<file path="src/rtl/pwm_buf_pkg.sv">
package pwm_buf_pkg;
  localparam int unsigned DEF_CNT_W = 10;

  typedef struct packed {
    logic we;
    logic val;
  } arm_wr_t;
endpackage

</file>
<file path="src/rtl/pwm_cnt.sv">
module pwm_cnt #(
  parameter int unsigned CNT_W = 10
) (
  input  logic             clk_i,
  input  logic             rst_ni,
  output logic [CNT_W-1:0] cnt_o,
  output logic             wrap_o
);
  localparam logic [CNT_W-1:0] CNT_MAX = {CNT_W{1'b1}};

  logic [CNT_W-1:0] cnt_q;

  always_ff @(posedge clk_i or negedge rst_ni) begin
    if (!rst_ni) cnt_q <= '0;
    else         cnt_q <= cnt_q + 1'b1;
  end

  assign cnt_o  = cnt_q;
  assign wrap_o = (cnt_q == CNT_MAX);

  p_wrap_r1: assert property (@(posedge clk_i) disable iff (!rst_ni)
    wrap_o |=> (cnt_o == '0));
  p_step_r1: assert property (@(posedge clk_i) disable iff (!rst_ni)
    !wrap_o |=> (cnt_o == $past(cnt_o) + 1'b1));
endmodule

</file>
<file path="src/rtl/pwm_cmp_buf.sv">
module pwm_cmp_buf
  import pwm_buf_pkg::*;
#(
  parameter int unsigned CNT_W = 10
) (
  input  logic             clk_i,
  input  logic             rst_ni,
  input  logic             wrap_i,
  input  logic             cmp_we_i,
  input  logic [CNT_W-1:0] cmp_data_i,
  input  arm_wr_t          arm_wr_i,
  output logic             arm_o,
  output logic [CNT_W-1:0] cmp_act_o
);
  logic [CNT_W-1:0] hold_q;
  logic [CNT_W-1:0] act_q;
  logic             arm_q;
  logic             load;

  // load only when armed at the last count; hw clear beats sw write
  assign load = wrap_i & arm_q;

  always_ff @(posedge clk_i or negedge rst_ni) begin
    if (!rst_ni)       hold_q <= '0;
    else if (cmp_we_i) hold_q <= cmp_data_i;
  end

  always_ff @(posedge clk_i or negedge rst_ni) begin
    if (!rst_ni)   act_q <= '0;
    else if (load) act_q <= hold_q;
  end

  always_ff @(posedge clk_i or negedge rst_ni) begin
    if (!rst_ni)          arm_q <= 1'b0;
    else if (load)        arm_q <= 1'b0;
    else if (arm_wr_i.we) arm_q <= arm_wr_i.val;
  end

  assign arm_o     = arm_q;
  assign cmp_act_o = act_q;

  p_autoclr_r4: assert property (@(posedge clk_i) disable iff (!rst_ni)
    (wrap_i && arm_o) |=> !arm_o);
  p_load_r3: assert property (@(posedge clk_i) disable iff (!rst_ni)
    (wrap_i && arm_o) |=> (cmp_act_o == $past(hold_q)));
  p_keep_r5: assert property (@(posedge clk_i) disable iff (!rst_ni)
    !(wrap_i && arm_o) |=> $stable(cmp_act_o));
  p_swwr_r10: assert property (@(posedge clk_i) disable iff (!rst_ni)
    (!wrap_i && arm_wr_i.we) |=> (arm_o == $past(arm_wr_i.val)));
  p_lateset_r7: assert property (@(posedge clk_i) disable iff (!rst_ni)
    (wrap_i && !arm_o && arm_wr_i.we && arm_wr_i.val) |=> arm_o);
endmodule

</file>
<file path="src/rtl/pwm_out.sv">
module pwm_out #(
  parameter int unsigned CNT_W = 10
) (
  input  logic [CNT_W-1:0] cnt_i,
  input  logic [CNT_W-1:0] cmp_i,
  output logic             pwm_o
);
  assign pwm_o = (cnt_i < cmp_i);
endmodule

</file>
<file path="src/rtl/pwm_buf_gen.sv">
module pwm_buf_gen
  import pwm_buf_pkg::*;
#(
  parameter int unsigned CNT_W = DEF_CNT_W
) (
  input  logic             clk_i,
  input  logic             rst_ni,
  input  logic             cmp_we_i,
  input  logic [CNT_W-1:0] cmp_data_i,
  input  logic             arm_we_i,
  input  logic             arm_val_i,
  output logic             arm_o,
  output logic             pwm_o
);
  logic [CNT_W-1:0] cnt;
  logic [CNT_W-1:0] cmp_act;
  logic             wrap;
  arm_wr_t          arm_wr;

  assign arm_wr = '{we: arm_we_i, val: arm_val_i};

  pwm_cnt #(.CNT_W(CNT_W)) u_cnt (
    .clk_i  (clk_i),
    .rst_ni (rst_ni),
    .cnt_o  (cnt),
    .wrap_o (wrap)
  );

  pwm_cmp_buf #(.CNT_W(CNT_W)) u_buf (
    .clk_i      (clk_i),
    .rst_ni     (rst_ni),
    .wrap_i     (wrap),
    .cmp_we_i   (cmp_we_i),
    .cmp_data_i (cmp_data_i),
    .arm_wr_i   (arm_wr),
    .arm_o      (arm_o),
    .cmp_act_o  (cmp_act)
  );

  pwm_out #(.CNT_W(CNT_W)) u_out (
    .cnt_i (cnt),
    .cmp_i (cmp_act),
    .pwm_o (pwm_o)
  );

  p_low_last_r2: assert property (@(posedge clk_i) disable iff (!rst_ni)
    wrap |-> !pwm_o);
  p_start_r2: assert property (@(posedge clk_i) disable iff (!rst_ni)
    ((cnt == '0) && (cmp_act != '0)) |-> pwm_o);
endmodule

</file>
<file path="config.mk">
export PLATFORM = sky130hd
export DESIGN_NAME = pwm_buf_gen
export DESIGN_NICKNAME = d
export VERILOG_FILES = /design/src/rtl/pwm_buf_pkg.sv /design/src/rtl/pwm_cnt.sv /design/src/rtl/pwm_cmp_buf.sv /design/src/rtl/pwm_out.sv /design/src/rtl/pwm_buf_gen.sv
export SDC_FILE = /design/constraint.sdc
export NUM_CORES = 1
export LEC_CHECK = 0
export CORE_AREA = 3 3 53 55
export CTS_CLUSTER_DIAMETER = 40
export DETAILED_ROUTE_END_ITERATION = 16
export DIE_AREA = 0 0 56 58
export DONT_BUFFER_PORTS = 1
export GPL_TIMING_DRIVEN = 0
export PLACE_DENSITY_LB_ADDON = 0.12
export SYNTH_ARGS = -nofsm -noshare
export SYNTH_HDL_FRONTEND = slang
export SYNTH_SLANG_ARGS = --single-unit
</file>
<file path="constraint.sdc">
create_clock -name clk_i -period 5.2 [get_ports clk_i]
set_clock_uncertainty 0.2 [all_clocks]
set_input_delay 0.52 -clock clk_i [delete_from_list [all_inputs] [get_ports clk_i]]
set_output_delay 0.52 -clock clk_i [all_outputs]
set_load 0.01 [all_outputs]
</file>
==> flow_summary.json, run 1 <==
{
  "max_freq_mhz": 400,
  "cts_made_buffers": 5,
  "synth_top_area_share_pct": 54.7,
  "hp-class": "input port to register",
  "required_ns": 4.48,
  "placed_cell_area_mm2": 0.00146,
  "cp-end-kind": "output pin",
  "drc": 0,
  "combPwrFrac_pct": 4.3,
  "period_share_pct": 48.1,
  "dr.pass1.iters": 4,
  "clock_path_buffers": 2,
  "initial_core_util_pct": 58.3,
  "grt_usage_pct": 15.0,
  "crit_path_start_kind": "register",
  "clk_pin_slew_worst_paths_ns": 0.09,
  "cts_hold_buf": 2,
  "status": "finished clean",
  "antenna_found_initial": 0,
  "h-tree-depth": 2,
  "slew_violations": 0,
  "cap_violations": 0,
  "grt_pass1_wl_um": 3730,
  "syn_to_final_growth_pct": 8.73,
  "crit_arrival_ns": 1.78,
  "grt_pass1_vias": 844,
  "std_cell_rows": 18,
  "multi_input_comb_area_um2": 591,
  "nFillCells": 197,
  "p_leak_nw": 0.714,
  "worst_slew_pin_slew_ns": 0.511,
  "synthFlopType": "dfrtp_1",
  "dieHeight_um": 58,
  "synthCells": 111,
  "drive_above_1_share_pct": 26.7,
  "layout_common_cells": "dfrtp_1 (31), mux2_2 (20), inv_1 (10), ha_1 (10), nand2_1 (6)",
  "routabilityCongestion": 0.818,
  "switchingPower_mw": 0.0884,
  "synth_area_mm2": 0.00142,
  "grt_overflow": 0,
  "cts_tree": "yes",
  "cts-root-buf": "clkbuf_4",
  "period_needed_ns": 2.50,
  "worstSkewPairLatency_ns": 0.32,
  "cp_max_fo": 5,
  "setup_viol": 0,
  "wl_um": 2070,
  "finalSetupTns_ns": 0,
  "final_hold_viol_count": 0,
  "ir_drop_v": 0.000260,
  "fin_hold_ws_ns": 0.146,
  "ys_seq_area_share_pct": 54.7,
  "vias": 795,
  "worstSetupPathType": "register to output pin",
  "internal-power_mw": 0.322,
  "drt_iter0_drc": 14,
  "cts_setup_buffers": 0,
  "fp.dieW_um": 56,
  "synthArstFlopShare_pct": 100,
  "total_power_mw": 0.410,
  "dieArea_mm2": 0.00325,
  "ys_warn_count": 0,
  "wl_per_cell_um": 13.8,
  "synth_edf_count": 0,
  "antenna_cells": 0,
  "synth_top_area_cell": "dfrtp_1",
  "cts.repair.resized": 0,
  "clkSinkCount": 31,
  "postRouteAntennaNets": 0,
  "synth.distinct_cells": 22,
  "grt_start_max_net_pins": 32,
  "ys_ff_latch": 31,
  "synthTopCellsByArea": "dfrtp_1 (55%), mux2_2 (16%), ha_1 (8.8%), inv_1 (2.6%), xnor2_1 (2.5%)",
  "portBuffers": 0,
  "final_common_cell": "dfrtp_1",
  "vias_per_cell": 5.30,
  "syn_avg_cell_area_um2": 12.8,
  "power.share.clock_pct": 33.8,
  "design_area_mm2": 0.00154,
  "final-seq-area_um2": 776,
  "power_density_mw_per_mm2": 266,
  "io_pins": 17,
  "dp_hpwl_um": 1550,
  "core-area_mm2": 0.00243,
  "relSlewSlack_pct": 65.9,
  "synthesis.nets": 136,
  "swShare_pct": 21.6,
  "nets": 145,
  "grt_setup_unrepaired": "no",
  "seqPwrFrac_pct": 61.9
}
[metrics by stage]
step	util [%]	std cells	setup WS, ns
3_5_place_dp	59.9	141	3.04
6_report	63.4	150	2.70
5_1_grt	63.4	150	2.62
2_1_floorplan	-	111	3.20
4_1_cts	63.4	150	2.68
3_3_place_gp	59.9	141	3.07
[metal layers]
metal | vias up | wire length, µm | global-route usage (%) | share of wire [%]
li1 | 399 | - | - | -
met1 | 375 | 1030 | 20.0 | 50
met2 | 14 | 903 | 22.4 | 44
met3 | 7 | 81 | 4.45 | 3.9
met4 | 0 | 47 | 8.14 | 2.3
met5 | - | 0 | 0 | 0
[final cells by class]
cell class,instances,share of cell area (%)
inverters,10,2.43
plain buffers,2,0.973
clock inverters,1,0.324
flip-flops and latches,31,50.3
repair buffers,2,1.95
clock buffers,6,3.33
multi-input cells,68,38.3
well taps,30,2.43
[worst paths after layout]
kind                       cells after the start            from  slack (ns)                  to
setup / recovery                               5  u_cnt.cnt_o[4]        2.70               pwm_o
hold / removal                                 1   cmp_data_i[1]        0.15     u_buf.hold_q[1]
max in group asynchronous                      2          rst_ni        4.20      u_cnt.cnt_o[2]
hold reg to reg                                1  u_cnt.cnt_o[0]        0.31      u_cnt.cnt_o[0]
min in group asynchronous                      2          rst_ni        0.44      u_cnt.cnt_o[5]
setup reg to reg                               5  u_cnt.cnt_o[0]        3.33  u_buf.cmp_act_o[7]
[power by group through the flow]
stage               sequential (mW)  combinational [mW]  clock, mW
floorplan                     0.257              0.0102          0
global placement              0.259              0.0108          0
detailed placement            0.259              0.0112          0
CTS                           0.254              0.0184      0.144
global route                  0.256              0.0200      0.155
finish                        0.254              0.0176      0.138
[synth_stat cells, drive strengths merged, types with 3 or more instances]
library cell   n
dfrtp         31
ha            10
nand4          3
xor2           4
xnor2          4
nor2           5
a21oi          4
nand3          4
nand2          6
inv           10
mux2          20
[critical path, cell delays in order (launching register included)]
cell and delay, ns:
dfrtp_1 0.46, ha_1 0.36, a21oi_1 0.17, nand2_1 0.07
o2bb2ai_1 0.13, a21oi_1 0.27
[cells by family (layout without fill, tap and decap cells)]
logic type,after synthesis,after routing,share of synthesized area [%]
flops,31,31,54.7
mux,21,21,16.6
simple gates,21,21,7.76
buf+inv,12,21,3.70
fa+ha+maj,10,10,8.82
compound gates,8,8,3.53
xor+xnor,8,8,4.94
[sequential cells by signal, summed over array words and instances (netlist names)]
name             cells
u_buf.arm_o          1
u_cnt.cnt_o         10
u_buf.hold_q        10
u_buf.cmp_act_o     10
No activity file was read; power rests on OpenSTA's default activity.
==> run 2: changes to the inputs <==
==> constraint.sdc (replaced) <==
create_clock -name clk_i -period 2.3 [get_ports clk_i]
set_clock_uncertainty 0.2 [all_clocks]
set_input_delay 0.23 -clock clk_i [delete_from_list [all_inputs] [get_ports clk_i]]
set_output_delay 0.23 -clock clk_i [all_outputs]
set_load 0.01 [all_outputs]
==> run 2 against run 1 <==
Against the previous run:
- non-clock buffer count grew 12
- die area did not move
- combinational power rose to 3.3 times the previous value
- critical path depth stayed put
- critical path type unchanged
- largest cell class unchanged
==> flow_summary.json, run 2 (synthesis results as in run 1) <==
{
  "postRouteAntennaNets": 0,
  "clk_pin_slew_worst_paths_ns": 0.09,
  "slew_violations": 0,
  "grt_pass1_wl_um": 3950,
  "stdcell_count": 162,
  "final_common_cell": "dfrtp_1",
  "critPathMaxStageDelay_ns": 0.46,
  "crit_chain": "ha_1, a21oi_1, nand2_1, o2bb2ai_1, a21oi_1",
  "dp_slack_ns": 0.410,
  "final_hold_viol_count": 0,
  "cp-end-kind": "output pin",
  "initial_core_util_pct": 58.3,
  "io_pins": 17,
  "regToRegSetupSlack_ns": 0.43,
  "wl_um": 2180,
  "vias_per_cell": 5.30,
  "fin_hold_ws_ns": 0.148,
  "dieArea_mm2": 0.00325,
  "required_ns": 1.87,
  "cts_made_buffers": 5,
  "h-tree-depth": 2,
  "status": "finished clean",
  "antenna_found_initial": 0,
  "cts_tree": "yes",
  "grt_pass1_vias": 904,
  "final_core_util_pct": 68.4,
  "layout_common_cells": "dfrtp_1 (31), mux2_2 (20), dlygate4sd3_1 (13)",
  "crit_family": "compound AO/OA/AOI/OAI gates",
  "wl_per_cell_um": 13.4,
  "worstPathBufferInverterCount": 0,
  "period_share_pct": 95.5,
  "ir_drop_v": 0.000575,
  "worst_slew_pin_slew_ns": 0.522,
  "cap_violations": 0,
  "vias": 858,
  "dp_hpwl_um": 1550,
  "crit_top_cell": "a21oi_1",
  "cp_max_fo": 5,
  "drc": 0,
  "worstSkewPairLatency_ns": 0.32,
  "power_density_mw_per_mm2": 568,
  "use_met2_pct": 25.2,
  "drive_above_1_share_pct": 24.2,
  "reg2reg_depth": 5,
  "antenna_cells": 0,
  "syn_to_final_growth_pct": 17.2,
  "fp.dieW_um": 56,
  "core-area_mm2": 0.00243,
  "cp_slowest_cell": "dfrtp_1",
  "crit_path_start_kind": "register",
  "dr.pass1.iters": 4,
  "busiest_layer": "met2",
  "finalSetupTns_ns": 0,
  "dpl.cell_count": 141,
  "p_leak_nw": 0.764,
  "relSlewSlack_pct": 65.2,
  "clkSinkCount": 31,
  "period_needed_ns": 2.20,
  "grt_setup_unrepaired": "no",
  "nFillCells": 182,
  "r2r_start": "u_cnt.cnt_o[0]",
  "grt_overflow": 0,
  "dieHeight_um": 58,
  "grt_util_met1_pct": 20.5,
  "fin_ws_ns": 0.103,
  "grt_start_max_net_pins": 32,
  "worstSetupPathType": "register to output pin",
  "crit_arrival_ns": 1.77,
  "std_cell_rows": 18,
  "nets": 157,
  "reg2reg_to": "u_buf.cmp_act_o[7]",
  "setup_viol": 0,
  "max_freq_mhz": 455,
  "cts-root-buf": "clkbuf_4",
  "drt_iter0_drc": 14,
  "hp-class": "input port to async pin",
  "routabilityCongestion": 0.818,
  "grt_usage_pct": 15.9,
  "clock_path_buffers": 2,
  "portBuffers": 0,
  "gr-usage-met3_pct": 4.01
}
==> run 2: metal layers <==
metal  wire [µm]  part of all wire, %
met5           0                    0
met4          47                  2.2
met3          70                  3.2
met2        1010                   47
met1        1040                   48
==> run 2: worst max path at each step <==
stage	start	to	slack, ns	depth (start not counted)
floorplan	u_cnt.cnt_o[4]	pwm_o	0.59	5
global placement	u_cnt.cnt_o[0]	u_buf.cmp_act_o[4]	0.43	5
detailed placement	u_cnt.cnt_o[1]	u_buf.cmp_act_o[9]	0.41	5
CTS	u_cnt.cnt_o[4]	pwm_o	0.07	5
global route	u_cnt.cnt_o[4]	pwm_o	0.01	5
finish	u_cnt.cnt_o[4]	pwm_o	0.10	5
==> run 2: where the power goes <==
| group | total [mW] | switching [mW] | internal, mW |
|---|---|---|---|
| clock network | 0.313 | 0.172 | 0.141 |
| logic | 0.0579 | 0.0216 | 0.0363 |
| registers | 0.574 | 0.0106 | 0.564 |
==> run 2: through the flow <==
stage               cell area (µm²)  total power [mW]
finish                         1660             0.945
global route                   1660             0.989
CTS                            1660             0.958
detailed placement             1460             0.611
global placement               1460             0.609
floorplan                      1420             0.605
==> run 2: area by class of cell <==
cell class	count	area, µm²	area share, %
flip-flops and latches	31	776	46.7
multi-input cells	68	591	35.5
repair buffers	14	150	9.03
clock buffers	6	51.3	3.09
inverters	10	37.5	2.26
well taps	30	37.5	2.26
plain buffers	2	15.0	0.903
clock inverters	1	5.00	0.301
==> run 2: what timing repair did <==
action / in CTS / in global routing
gates resized for setup: 0 / 0
buffers inserted: 0 / 0
endpoints found under the hold margin: 42 / 0
setup endpoints to repair: 0 / 0
hold buffers: 14 / 0
==> run 3: changes to the inputs <==
--- a/config.mk
+++ b/config.mk
@@ -12,6 +12,7 @@
 export DONT_BUFFER_PORTS = 1
 export GPL_TIMING_DRIVEN = 0
 export PLACE_DENSITY_LB_ADDON = 0.12
+export SETUP_SLACK_MARGIN = 0.4
 export SYNTH_ARGS = -nofsm -noshare
 export SYNTH_HDL_FRONTEND = slang
 export SYNTH_SLANG_ARGS = --single-unit
==> run 3 against run 2 <==
Against the previous run:
- clock-buffer cell count did not move
- first-iteration DRC count fell by 57%
- highest routed layer unchanged
- die area did not move
- critical path depth fell by 1
- global-route usage rose by 2.5 points
==> flow_summary.json, run 3 (synthesis results as in run 1) <==
{
  "status": "finished clean",
  "stdcell_count": 172,
  "crit_arrival_ns": 1.56,
  "cp-end-kind": "output pin",
  "grt_usage_pct": 18.5,
  "postRouteAntennaNets": 0,
  "initial_core_util_pct": 58.3,
  "required_ns": 1.87,
  "grt_pass1_wl_um": 4530,
  "max_freq_mhz": 503,
  "core-area_mm2": 0.00243,
  "power.share.clock_pct": 33.1,
  "clock_path_buffers": 2,
  "cap_violations": 0,
  "drt_iter0_drc": 6,
  "fp.dieW_um": 56,
  "grt_setup_unrepaired": "yes",
  "dp_hpwl_um": 1550,
  "grt_overflow": 0,
  "clkSinkCount": 31,
  "crit_path_start_kind": "register",
  "dieHeight_um": 58,
  "period_share_pct": 86.4,
  "dpl.cell_count": 141,
  "grt_start_max_net_pins": 32,
  "vias": 893,
  "cts-root-buf": "clkbuf_4",
  "cp_max_fo": 2,
  "dr.pass1.iters": 4,
  "swShare_pct": 21.5,
  "combPwrFrac_pct": 6.1,
  "drc": 0,
  "cts_made_buffers": 5,
  "clk_pin_slew_worst_paths_ns": 0.10,
  "seqPwrFrac_pct": 60.8,
  "switchingPower_mw": 0.203,
  "antenna_found_initial": 0,
  "power_density_mw_per_mm2": 516,
  "worst_slew_pin_slew_ns": 0.522,
  "vias_per_cell": 5.19,
  "std_cell_rows": 18,
  "relSlewSlack_pct": 65.2,
  "internal-power_mw": 0.742,
  "final_hold_viol_count": 0,
  "cts_tree": "yes",
  "antenna_cells": 0,
  "wl_um": 2560,
  "p_leak_nw": 0.836,
  "dieArea_mm2": 0.00325,
  "portBuffers": 0,
  "io_pins": 17,
  "hp-class": "input port to async pin",
  "wl_per_cell_um": 14.9,
  "setup_viol": 0,
  "grt_pass1_vias": 1007,
  "h-tree-depth": 2,
  "nets": 167,
  "drive_above_1_share_pct": 40.1,
  "period_needed_ns": 1.99,
  "ir_drop_v": 0.000534,
  "finalSetupTns_ns": 0,
  "routabilityCongestion": 0.818,
  "layout_common_cells": "dfrtp_1 (27), mux2_2 (20), dlygate4sd3_1 (13)",
  "slew_violations": 0,
  "worstSkewPairLatency_ns": 0.32,
  "syn_to_final_growth_pct": 29.2,
  "final_common_cell": "dfrtp_1",
  "worstSetupPathType": "register to output pin"
}
-- run 3: cell types whose count changed in the layout (fill, tap and decap cells not counted), sizes merged --
cell	previous run	this run
buf	2	12
-- run 3: path summary, 6_finish.rpt --
| path | from | endpoint | slack (ns) | cells past startpoint |
|---|---|---|---|---|
| worst min register to register | u_buf.hold_q[8] | u_buf.cmp_act_o[8] | 0.30 | 1 |
| worst max register to register | u_cnt.cnt_o[5] | u_buf.cmp_act_o[9] | 0.42 | 5 |
| max in group asynchronous | rst_ni | u_cnt.cnt_o[1] | 1.57 | 2 |
| worst max-delay path | u_cnt.cnt_o[5] | pwm_o | 0.31 | 4 |
| worst min-delay path | rst_ni | u_cnt.cnt_o[5] | 0.14 | 2 |
| min in group clk_i | cmp_we_i | u_buf.hold_q[1] | 0.27 | 2 |
-- run 3: layout make-up --
| type | count | area (µm²) |
|---|---|---|
| Sequential cell | 31 | 781 |
| Multi-Input combinational cell | 68 | 673 |
| Fill cell | 159 | 599 |
| Timing Repair Buffer | 24 | 233 |
| Clock buffer | 6 | 51.3 |
| Inverter | 10 | 37.5 |
| Tap cell | 30 | 37.5 |
| Buffer | 2 | 15.0 |
| Clock inverter | 1 | 5.00 |
-- run 3: layer usage --
layer / wire [µm] / GRT usage [%] / part of all wire [%] / vias to the layer above
met1: 1150 / 22.4 / 45 / 437
met3: 64 / 4.01 / 2.5 / 4
met5: 0 / 0 / 0 / -
li1: - / - / - / 439
met2: 1320 / 31.9 / 51 / 13
met4: 26 / 8.14 / 1.0 / 0
-- run 3: worst max-delay path: stages (launching register included) --
cell and delay, ns:
dfrtp_2 0.45, ha_4 0.26, a41oi_2 0.21, o2bb2ai_2 0.10, a21oi_2 0.21
-- run 3: repair_timing --
| item | 4_1_cts | 5_1_grt |
|---|---|---|
| hold buffers | 14 | 0 |
| hold endpoints to repair | 42 | 0 |
| pin swaps | 8 | 2 |
| endpoints found under the setup margin | 3 | 10 |
| resized for setup | 14 | 7 |
| cloned | 1 | 0 |
| buffers inserted | 7 | 2 |
-- run 3: power groups by stage --
stage               Clock (mW)  Sequential (mW)  Combinational (mW)
floorplan                    0            0.582              0.0230
global placement             0            0.584              0.0243
detailed placement           0            0.586              0.0253
CTS                      0.325            0.575              0.0583
global route             0.349            0.578              0.0644
finish                   0.313            0.574              0.0579
-- run 3: stage by stage --
step                worst slack [ns]  total power [mW]  utilization, %  hold slack (ns)  cell area [µm²]
floorplan                      0.593             0.605               -           -0.266             1420
global placement               0.434             0.609            59.9           -0.265             1460
detailed placement             0.410             0.611            59.9           -0.265             1460
CTS                            0.344             0.958            73.8            0.146             1800
global route                   0.253             0.991            75.4            0.149             1830
finish                         0.313             0.945            75.4            0.144             1830
